File: config.mk
export PLATFORM = sky130hd
export DESIGN_NAME = gpio_ctl_bank
export DESIGN_NICKNAME = d
export VERILOG_FILES = /design/src/rtl/gpio_ctl_pkg.sv /design/src/rtl/gpio_ctl_regs.sv /design/src/rtl/gpio_pin_detect.sv /design/src/rtl/gpio_ctl_bank.sv
export SDC_FILE = /design/constraint.sdc
export NUM_CORES = 2
export LEC_CHECK = 0
export CAP_MARGIN = 20
export CORE_ASPECT_RATIO = 0.75
export CORE_UTILIZATION = 30
export CTS_CLUSTER_DIAMETER = 60
export DETAILED_ROUTE_END_ITERATION = 6
export GPL_TIMING_DRIVEN = 0
export PLACE_DENSITY = 0.51
export SYNTH_ARGS = -nofsm -noshare
export SYNTH_HDL_FRONTEND = slang
export SYNTH_SLANG_ARGS = --single-unit
File: constraint.sdc
create_clock -name clk -period 3 [get_ports clk]
set_clock_uncertainty 0.2 [all_clocks]
set_input_delay 0.75 -clock clk [delete_from_list [all_inputs] [get_ports clk]]
set_output_delay 0.75 -clock clk [all_outputs]
set_load 0.005 [all_outputs]
File: src/rtl/gpio_ctl_pkg.sv
package gpio_ctl_pkg;

    localparam int CTL_W = 32;

    localparam int PULL_LSB = 0;
    localparam int PWR_LSB  = 2;
    localparam int DET_LSB  = 4;
    localparam int OD_BIT   = 8;
    localparam int DIR_BIT  = 9;
    localparam int MUX_LSB  = 12;
    localparam int LVL_BIT  = 16;
    localparam int SYNC_BIT = 24;

    localparam logic [CTL_W-1:0] WR_MASK   = 32'h0001_37FF;
    localparam logic [CTL_W-1:0] CTL_RESET = 32'h0000_0040;

    localparam logic [1:0] PWR_OFF  = 2'b10;
    localparam logic [1:0] PULL_UP  = 2'b01;
    localparam logic [1:0] PULL_DN  = 2'b10;

    typedef enum logic [3:0] {
        DET_LOW  = 4'h0,
        DET_HIGH = 4'h1,
        DET_NONE = 4'h4,
        DET_RISE = 4'hD,
        DET_FALL = 4'hE,
        DET_BOTH = 4'hF
    } det_mode_e;

    typedef enum logic [1:0] {
        ARM_OFF,
        ARM_PRIME,
        ARM_WATCH
    } arm_state_e;

    function automatic logic det_enabled(input logic [3:0] m);
        return (m == DET_LOW) || (m == DET_HIGH) || (m == DET_RISE) ||
               (m == DET_FALL) || (m == DET_BOTH);
    endfunction

endpackage

File: src/rtl/gpio_ctl_regs.sv
module gpio_ctl_regs
    import gpio_ctl_pkg::*;
#(
    parameter int NPINS = 32,
    parameter int AW    = 5
) (
    input  logic                   clk,
    input  logic                   rst_n,
    input  logic                   wr_en,
    input  logic [AW-1:0]          wr_addr,
    input  logic [CTL_W-1:0]       wr_data,
    output logic [NPINS*CTL_W-1:0] ctl_flat
);

    for (genvar i = 0; i < NPINS; i++) begin : g_word
        logic hit;
        assign hit = wr_en && (wr_addr == AW'(i));

        always_ff @(posedge clk) begin
            if (!rst_n) begin
                ctl_flat[i*CTL_W +: CTL_W] <= CTL_RESET;
            end else if (hit) begin
                ctl_flat[i*CTL_W +: CTL_W] <= wr_data & WR_MASK;
            end
        end
    end

endmodule

File: src/rtl/gpio_pin_detect.sv
module gpio_pin_detect
    import gpio_ctl_pkg::*;
(
    input  logic       clk,
    input  logic       rst_n,
    input  logic       pad_raw,
    input  logic       pwr_off,
    input  logic [3:0] det_mode,
    output logic       pad_sync,
    output logic       evt
);

    logic       meta_q;
    logic       sync_q;
    logic       prev_q;
    arm_state_e st_q;
    arm_state_e st_d;
    logic       active;
    logic       level_hit;
    logic       edge_hit;
    logic       rise;
    logic       fall;

    always_ff @(posedge clk) begin
        if (!rst_n) begin
            meta_q <= 1'b0;
            sync_q <= 1'b0;
            prev_q <= 1'b0;
        end else begin
            meta_q <= pad_raw;
            sync_q <= meta_q;
            prev_q <= sync_q;
        end
    end

    assign pad_sync = sync_q;
    assign active   = !pwr_off && det_enabled(det_mode);
    assign rise     = sync_q && !prev_q;
    assign fall     = !sync_q && prev_q;

    assign level_hit = ((det_mode == DET_LOW)  && !sync_q) ||
                       ((det_mode == DET_HIGH) &&  sync_q);
    assign edge_hit  = ((det_mode == DET_RISE) && rise) ||
                       ((det_mode == DET_FALL) && fall) ||
                       ((det_mode == DET_BOTH) && (rise || fall));

    // state register
    always_ff @(posedge clk) begin
        if (!rst_n) st_q <= ARM_OFF;
        else        st_q <= st_d;
    end

    // transitions: go_prime, go_watch, go_off
    always_comb begin
        st_d = ARM_OFF;
        unique case (st_q)
            ARM_OFF:   st_d = active ? ARM_PRIME : ARM_OFF;
            ARM_PRIME: st_d = active ? ARM_WATCH : ARM_OFF;
            ARM_WATCH: st_d = active ? ARM_WATCH : ARM_OFF;
            default:   st_d = ARM_OFF;
        endcase
    end

    // outputs
    always_comb begin
        evt = 1'b0;
        unique case (st_q)
            ARM_OFF:   evt = 1'b0;
            ARM_PRIME: evt = active && level_hit;
            ARM_WATCH: evt = active && (level_hit || edge_hit);
            default:   evt = 1'b0;
        endcase
    end

endmodule

File: src/rtl/gpio_ctl_bank.sv
module gpio_ctl_bank
    import gpio_ctl_pkg::*;
#(
    parameter int NPINS = 32,
    localparam int AW = (NPINS > 1) ? $clog2(NPINS) : 1
) (
    input  logic               clk,
    input  logic               rst_n,
    input  logic               bus_sel,
    input  logic               bus_we,
    input  logic [AW-1:0]      bus_addr,
    input  logic [CTL_W-1:0]   bus_wdata,
    output logic [CTL_W-1:0]   bus_rdata,
    input  logic [NPINS-1:0]   pad_in,
    output logic [NPINS-1:0]   pad_oe,
    output logic [NPINS-1:0]   pad_out,
    output logic [NPINS-1:0]   pad_od,
    output logic [NPINS-1:0]   pad_pu,
    output logic [NPINS-1:0]   pad_pd,
    output logic [2*NPINS-1:0] alt_sel,
    output logic [NPINS-1:0]   evt
);

    logic [NPINS*CTL_W-1:0] ctl_flat;
    logic [NPINS-1:0]       sync_vec;

    gpio_ctl_regs #(.NPINS(NPINS), .AW(AW)) u_regs (
        .clk      (clk),
        .rst_n    (rst_n),
        .wr_en    (bus_sel && bus_we),
        .wr_addr  (bus_addr),
        .wr_data  (bus_wdata),
        .ctl_flat (ctl_flat)
    );

    for (genvar i = 0; i < NPINS; i++) begin : g_pin
        logic [CTL_W-1:0] c;
        logic             off;
        logic [1:0]       mux;
        logic [1:0]       pull;

        assign c    = ctl_flat[i*CTL_W +: CTL_W];
        assign off  = (c[PWR_LSB +: 2] == PWR_OFF);
        assign mux  = c[MUX_LSB +: 2];
        assign pull = c[PULL_LSB +: 2];

        assign pad_oe[i]        = c[DIR_BIT] && (mux == 2'd0) && !off;
        assign pad_out[i]       = c[LVL_BIT];
        assign pad_od[i]        = c[OD_BIT] && !off;
        assign pad_pu[i]        = (pull == PULL_UP) && !off;
        assign pad_pd[i]        = (pull == PULL_DN) && !off;
        assign alt_sel[2*i +: 2] = mux;

        gpio_pin_detect u_det (
            .clk      (clk),
            .rst_n    (rst_n),
            .pad_raw  (pad_in[i]),
            .pwr_off  (off),
            .det_mode (c[DET_LSB +: 4]),
            .pad_sync (sync_vec[i]),
            .evt      (evt[i])
        );
    end

    always_comb begin
        bus_rdata = '0;
        for (int i = 0; i < NPINS; i++) begin
            if (bus_addr == AW'(i)) begin
                bus_rdata = ctl_flat[i*CTL_W +: CTL_W] |
                            (CTL_W'(sync_vec[i]) << SYNC_BIT);
            end
        end
    end

endmodule

### After elaboration in Yosys (flattened, before gate mapping)

Index checks and enable logic that the tools add are counted.

* bitwise operators: 32
* mux-type cells: 160
* reduce and logical (&&, ||, !) cells: 1026
* eq/ne operators: 319

Operators with widths (number)
* 32-bit 2-to-1 mux: 32
* 17-bit by 25-bit bitwise OR with 25-bit output: 32
* 1-bit logical AND: 513
* 4-bit == test (second input constant): 96
* 1-bit logical OR: 288
* 2-bit == test (second input constant): 96
* 2-bit by 1-bit == test with 1-bit output (second input constant): 64
* 4-bit by 1-bit == test with 1-bit output (second input constant): 32
* 2-bit zero test: 64
* 4-bit zero test: 32
* 2-bit one-hot mux with 2 select lines: 32
* 1-bit zero test: 96
* 5-bit == test (second input constant): 16
* 2-bit 2-to-1 mux: 32
* 1-bit one-hot mux with 2 select lines: 32
* 2-bit OR reduction: 32
* 5-bit by 4-bit == test with 1-bit output (second input constant): 8
* 1-bit 2-to-1 mux: 32
* 5-bit by 3-bit == test with 1-bit output (second input constant): 4
* 5-bit by 2-bit == test with 1-bit output (second input constant): 2
* 5-bit by 1-bit == test with 1-bit output (second input constant): 1
* 5-bit zero test: 1

* register bits: 608
* bits of input ports: 73

### Logic depth before layout (Yosys ltp)

* depth in word-level cells: 33
* mapped depth: 10
* depth with buffers taken out: 8

### Hierarchy

A second synthesis with hierarchy kept.

* cells, all modules: 4719
* area, all modules: 40889.2 µm²

Modules (own cells, without submodules)
* gpio_ctl_regs: instances 1, area an instance 20499.7 µm², cells each 2124
* gpio_ctl_bank: instances 1, area an instance 11372.2 µm², cells each 1696
* gpio_pin_detect (g_pin[0].u_det ...): instances 31, area an instance 281.5 µm², cells each 28
* gpio_pin_detect (g_pin[16].u_det): instances 1, area an instance 290.3 µm², cells each 31

### Worst setup path after synthesis

OpenSTA, ideal clock, no wires.

* path type: in2out
* start: input bus_addr[2]
* end: output bus_rdata[8]
* path slack: -0.289 ns
* data required time: 2.050 ns
* path buffers: 1
* arrival time: 2.339 ns
* stages on the path: 7
* cells stage by stage: buf_2 -> or4b_4 -> o21ai_1 -> a21oi_1 -> o32ai_1 -> a41oi_1 -> o32a_1

* cells in the longest elaborated chain, start to end: 33

Ends and longest elaborated chain
* from (decl): RTL line gpio_ctl_bank.sv:11 `input logic [AW-1:0] bus_addr,`
* 5-bit zero test: RTL line gpio_ctl_bank.sv:68 `if (bus_addr == AW'(i)) begin`
* 32-bit 2-to-1 mux (31 in series): RTL line gpio_ctl_bank.sv:68
* 32-bit 2-to-1 mux *: RTL line gpio_ctl_bank.sv:68
* to (decl): RTL line gpio_ctl_bank.sv:13 `output logic [CTL_W-1:0] bus_rdata,`

Mark *: on every way between the ends. The rest lies on a longest branch, timed or not.

### Worst setup path after layout

* start: input bus_addr[3]
* end: output bus_rdata[2]

Same word-level chain as after synthesis.

==> results.json <==
{
  "status": "finished, violations left",
  "violations": "negative setup slack",
  "ys_seq_elements": 608,
  "final_area_mm2": 0.0480,
  "htree_num_levels": 3,
  "critPathSlowestCell": "a211oi_4",
  "track_usage": 0.320,
  "vias": 36300,
  "routedWlPerCell_um": 29.6,
  "synth_seq_area_share": 0.360,
  "fin_tns_setup_ps": -14960,
  "firstDrtPassIters": 6,
  "fin_crit_sh": 1.36,
  "cp_cell_sequence": "buf_6 > buf_6 > or2_2 > buf_1 > a21oi_1 > o211ai_1 > nand4_1 > nand3_2 > a211oi_4 > buf_2",
  "synth_cell_type_count": 85,
  "top_usage_layer": "met2",
  "die_w_um": 390,
  "layout_setup_ws_ps": -1090,
  "cts_tree": "yes",
  "critPathMostFrequentCell": "buf_6",
  "min_period_ps": 4090,
  "grt_pass1_wl_um": 260000,
  "dp.cells": 6139,
  "maxCapViolCount": 0,
  "slew_headroom": 0.177,
  "power_w": 0.0209,
  "synth_edf_count": 0,
  "met2_usage": 0.440,
  "holdWs_ps": 230,
  "port_buffers": 324,
  "num_rows": 106,
  "initial_utilization": 0.303,
  "syn_inst": 4279,
  "irDropWorstVdd_uv": 384,
  "coreArea_mm2": 0.112,
  "fin_cells": 6442,
  "die_h_um": 293,
  "crit_required_ps": 2050,
  "synth_area_mm2": 0.0338,
  "grt_pass1_vias": 33400,
  "synth_warnings": 0,
  "via_per_inst": 5.64,
  "syn_avg_cell_area_um2": 7.91,
  "grt_overflow": 0,
  "drtIter0Drc": 5073,
  "worst_pin_slew_ps": 1230,
  "crit_fanout": 10,
  "setup_viol": 33,
  "post_dp_cell_area_mm2": 0.0396,
  "place_hpwl_um": 140000,
  "cp_slowest_stage_delay_ps": 490,
  "drive_gt1_frac": 0.262,
  "nNetsFinal": 5106,
  "startpoint_type": "input pin",
  "cts.sink_count": 608,
  "root_buffer": "clkbuf_16",
  "die_area_mm2": 0.114,
  "worstSetupPathType": "in2out",
  "async_flop_share": 0,
  "fmax_ghz": 0.245,
  "use_met1": 0.436,
  "antenna_found_initial": 10,
  "ant_nets": 0,
  "crit_family": "compound AO/OA/AOI/OAI gates",
  "holdCritPathClass": "reg2reg",
  "end_kind": "primary output",
  "ios": 361,
  "rsz0062_at_grt": "true",
  "maxSlewViolCount": 0,
  "path_clk_slew_ps": 60,
  "clk_path_buf_depth": 3,
  "insertion_delay_ps": 670,
  "cts_buffers": 76,
  "hold_violations": 0,
  "wirelength_um": 191000,
  "syn_to_final_growth_pct": 41.8,
  "met3_usage": 0.121,
  "power_density_mw_per_mm2": 436,
  "crit_arrival_ps": 3140,
  "drcViolationCount": 0,
  "grt_max_degree": 15,
  "power_leakage_nw": 17.9,
  "gp_congestion": 1.07,
  "synth_ff_type": "dfxtp_1",
  "crit_buf_inv": 4
}
cells by family after synthesis:
logic type	after synthesis	share of synthesized area
other cells	1	0.000111
fa+ha+maj	160	0.0591
mux	105	0.0347
compound gates	1000	0.206
xor+xnor	34	0.00880
buf+inv	594	0.0862
flops	608	0.360
simple gates	1777	0.246
synth_stat cells, types with 20 or more instances:
library cell	count	area, um2
nor3_1	20	100
and2_1	105	657
ha_1	160	2000
a21oi_1	120	601
o211ai_1	54	405
nor3b_1	84	631
a221oi_1	29	254
a21boi_0	417	3130
and3_1	49	307
mux2i_1	69	691
mux2_2	29	327
nand3_1	51	255
o22ai_1	38	238
nor2_1	160	601
nor4b_1	34	298
clkbuf_1	179	672
nand2_1	1075	4040
buf_4	153	1150
xor2_1	33	289
o21ai_0	158	791
buf_2	91	455
a211oi_1	21	158
dfxtp_1	608	12200
nor2b_1	77	482
a41oi_1	26	228
or3_1	36	225
inv_1	161	604
what timing repair did:
| item | CTS | global route |
|---|---|---|
| hold buffers | 0 | 0 |
| endpoints found under the setup margin | 574 | 210 |
| gates cloned | 2 | 5 |
| buffers inserted | 149 | 54 |
| resized for setup | 1156 | 202 |
| pin swaps | 209 | 110 |
final cells by class:
cell class | instances | area, um2
Clock inverter | 27 | 439
Antenna cell | 7 | 17.5
Multi-Input combinational cell | 3093 | 22100
Fill cell | 11200 | 63700
Sequential cell | 608 | 12400
Buffer | 394 | 3180
Tap cell | 1512 | 1890
Timing Repair Buffer | 537 | 5110
Clock buffer | 101 | 2190
Inverter | 163 | 637
final timing paths:
| path | end | start | slack (ps) | cells past startpoint |
|---|---|---|---|---|
| max | bus_rdata[2] | bus_addr[3] | -1090 | 10 |
| min | g_pin[20].u_det.pad_sync | g_pin[20].u_det.meta_q | 230 | 1 |
| min reg2reg | g_pin[20].u_det.pad_sync | g_pin[20].u_det.meta_q | 230 | 1 |
| max reg2reg | g_pin[17].u_det.st_q[0] | u_regs.ctl_flat[547] | 1350 | 5 |
worst register-to-register path, stage by stage (launching register included):
cell	delay, ps
dfxtp_1	550
nor2b_4	320
buf_4	150
a21oi_2	30
buf_4	140
and3_1	160
sequential cells by signal, indices dropped and copies added, names as in the netlist:
signal	cells
g_pin.u_det.prev_q	32
g_pin.u_det.pad_sync	32
g_pin.u_det.meta_q	32
u_regs.ctl_flat	448
g_pin.u_det.st_q	64
per-stage QoR:
step / setup WS [ps] / util
after global routing: -1010 / 0.430
after floorplan: -253 / -
after CTS: -1040 / 0.418
after detailed placement: -3200 / 0.355
final: -1090 / 0.430
after global placement: -3270 / 0.354
cells in the final DEF (no fill, tap or decap), types with 41 or more instances in the layout:
cell             instances
and3_1                  48
mux2i_1                 53
nand3_1                 45
clkbuf_16               92
dfxtp_2                 82
dlygate4sd2_1           44
ha_1                   127
buf_4                  276
a21boi_0               416
buf_12                  42
o21ai_0                 80
buf_6                   71
nor2_1                 128
and2_1                 104
o211ai_1                54
a21oi_1                 75
o21ai_1                 41
clkbuf_1               149
a21oi_2                 41
buf_2                   65
dfxtp_1                497
nand2_1               1051
inv_1                  140
clkdlybuf4s50_1        222
layer usage:
layer,routed length [um],vias to the layer above
met5,0,-
met4,10400,0
met3,26700,539
li1,-,15700
met1,78600,17700
met2,74700,2472
power by group:
group	total, W	internal (W)	switching (W)	leakage, nW
Sequential	0.00824	0.00814	0.000104	4.97
Clock	0.00995	0.00601	0.00395	1.29
Combinational	0.00272	0.00101	0.00171	11.6
Total	0.0209	0.0152	0.00576	17.9
(Power assumes the default switching activity.)
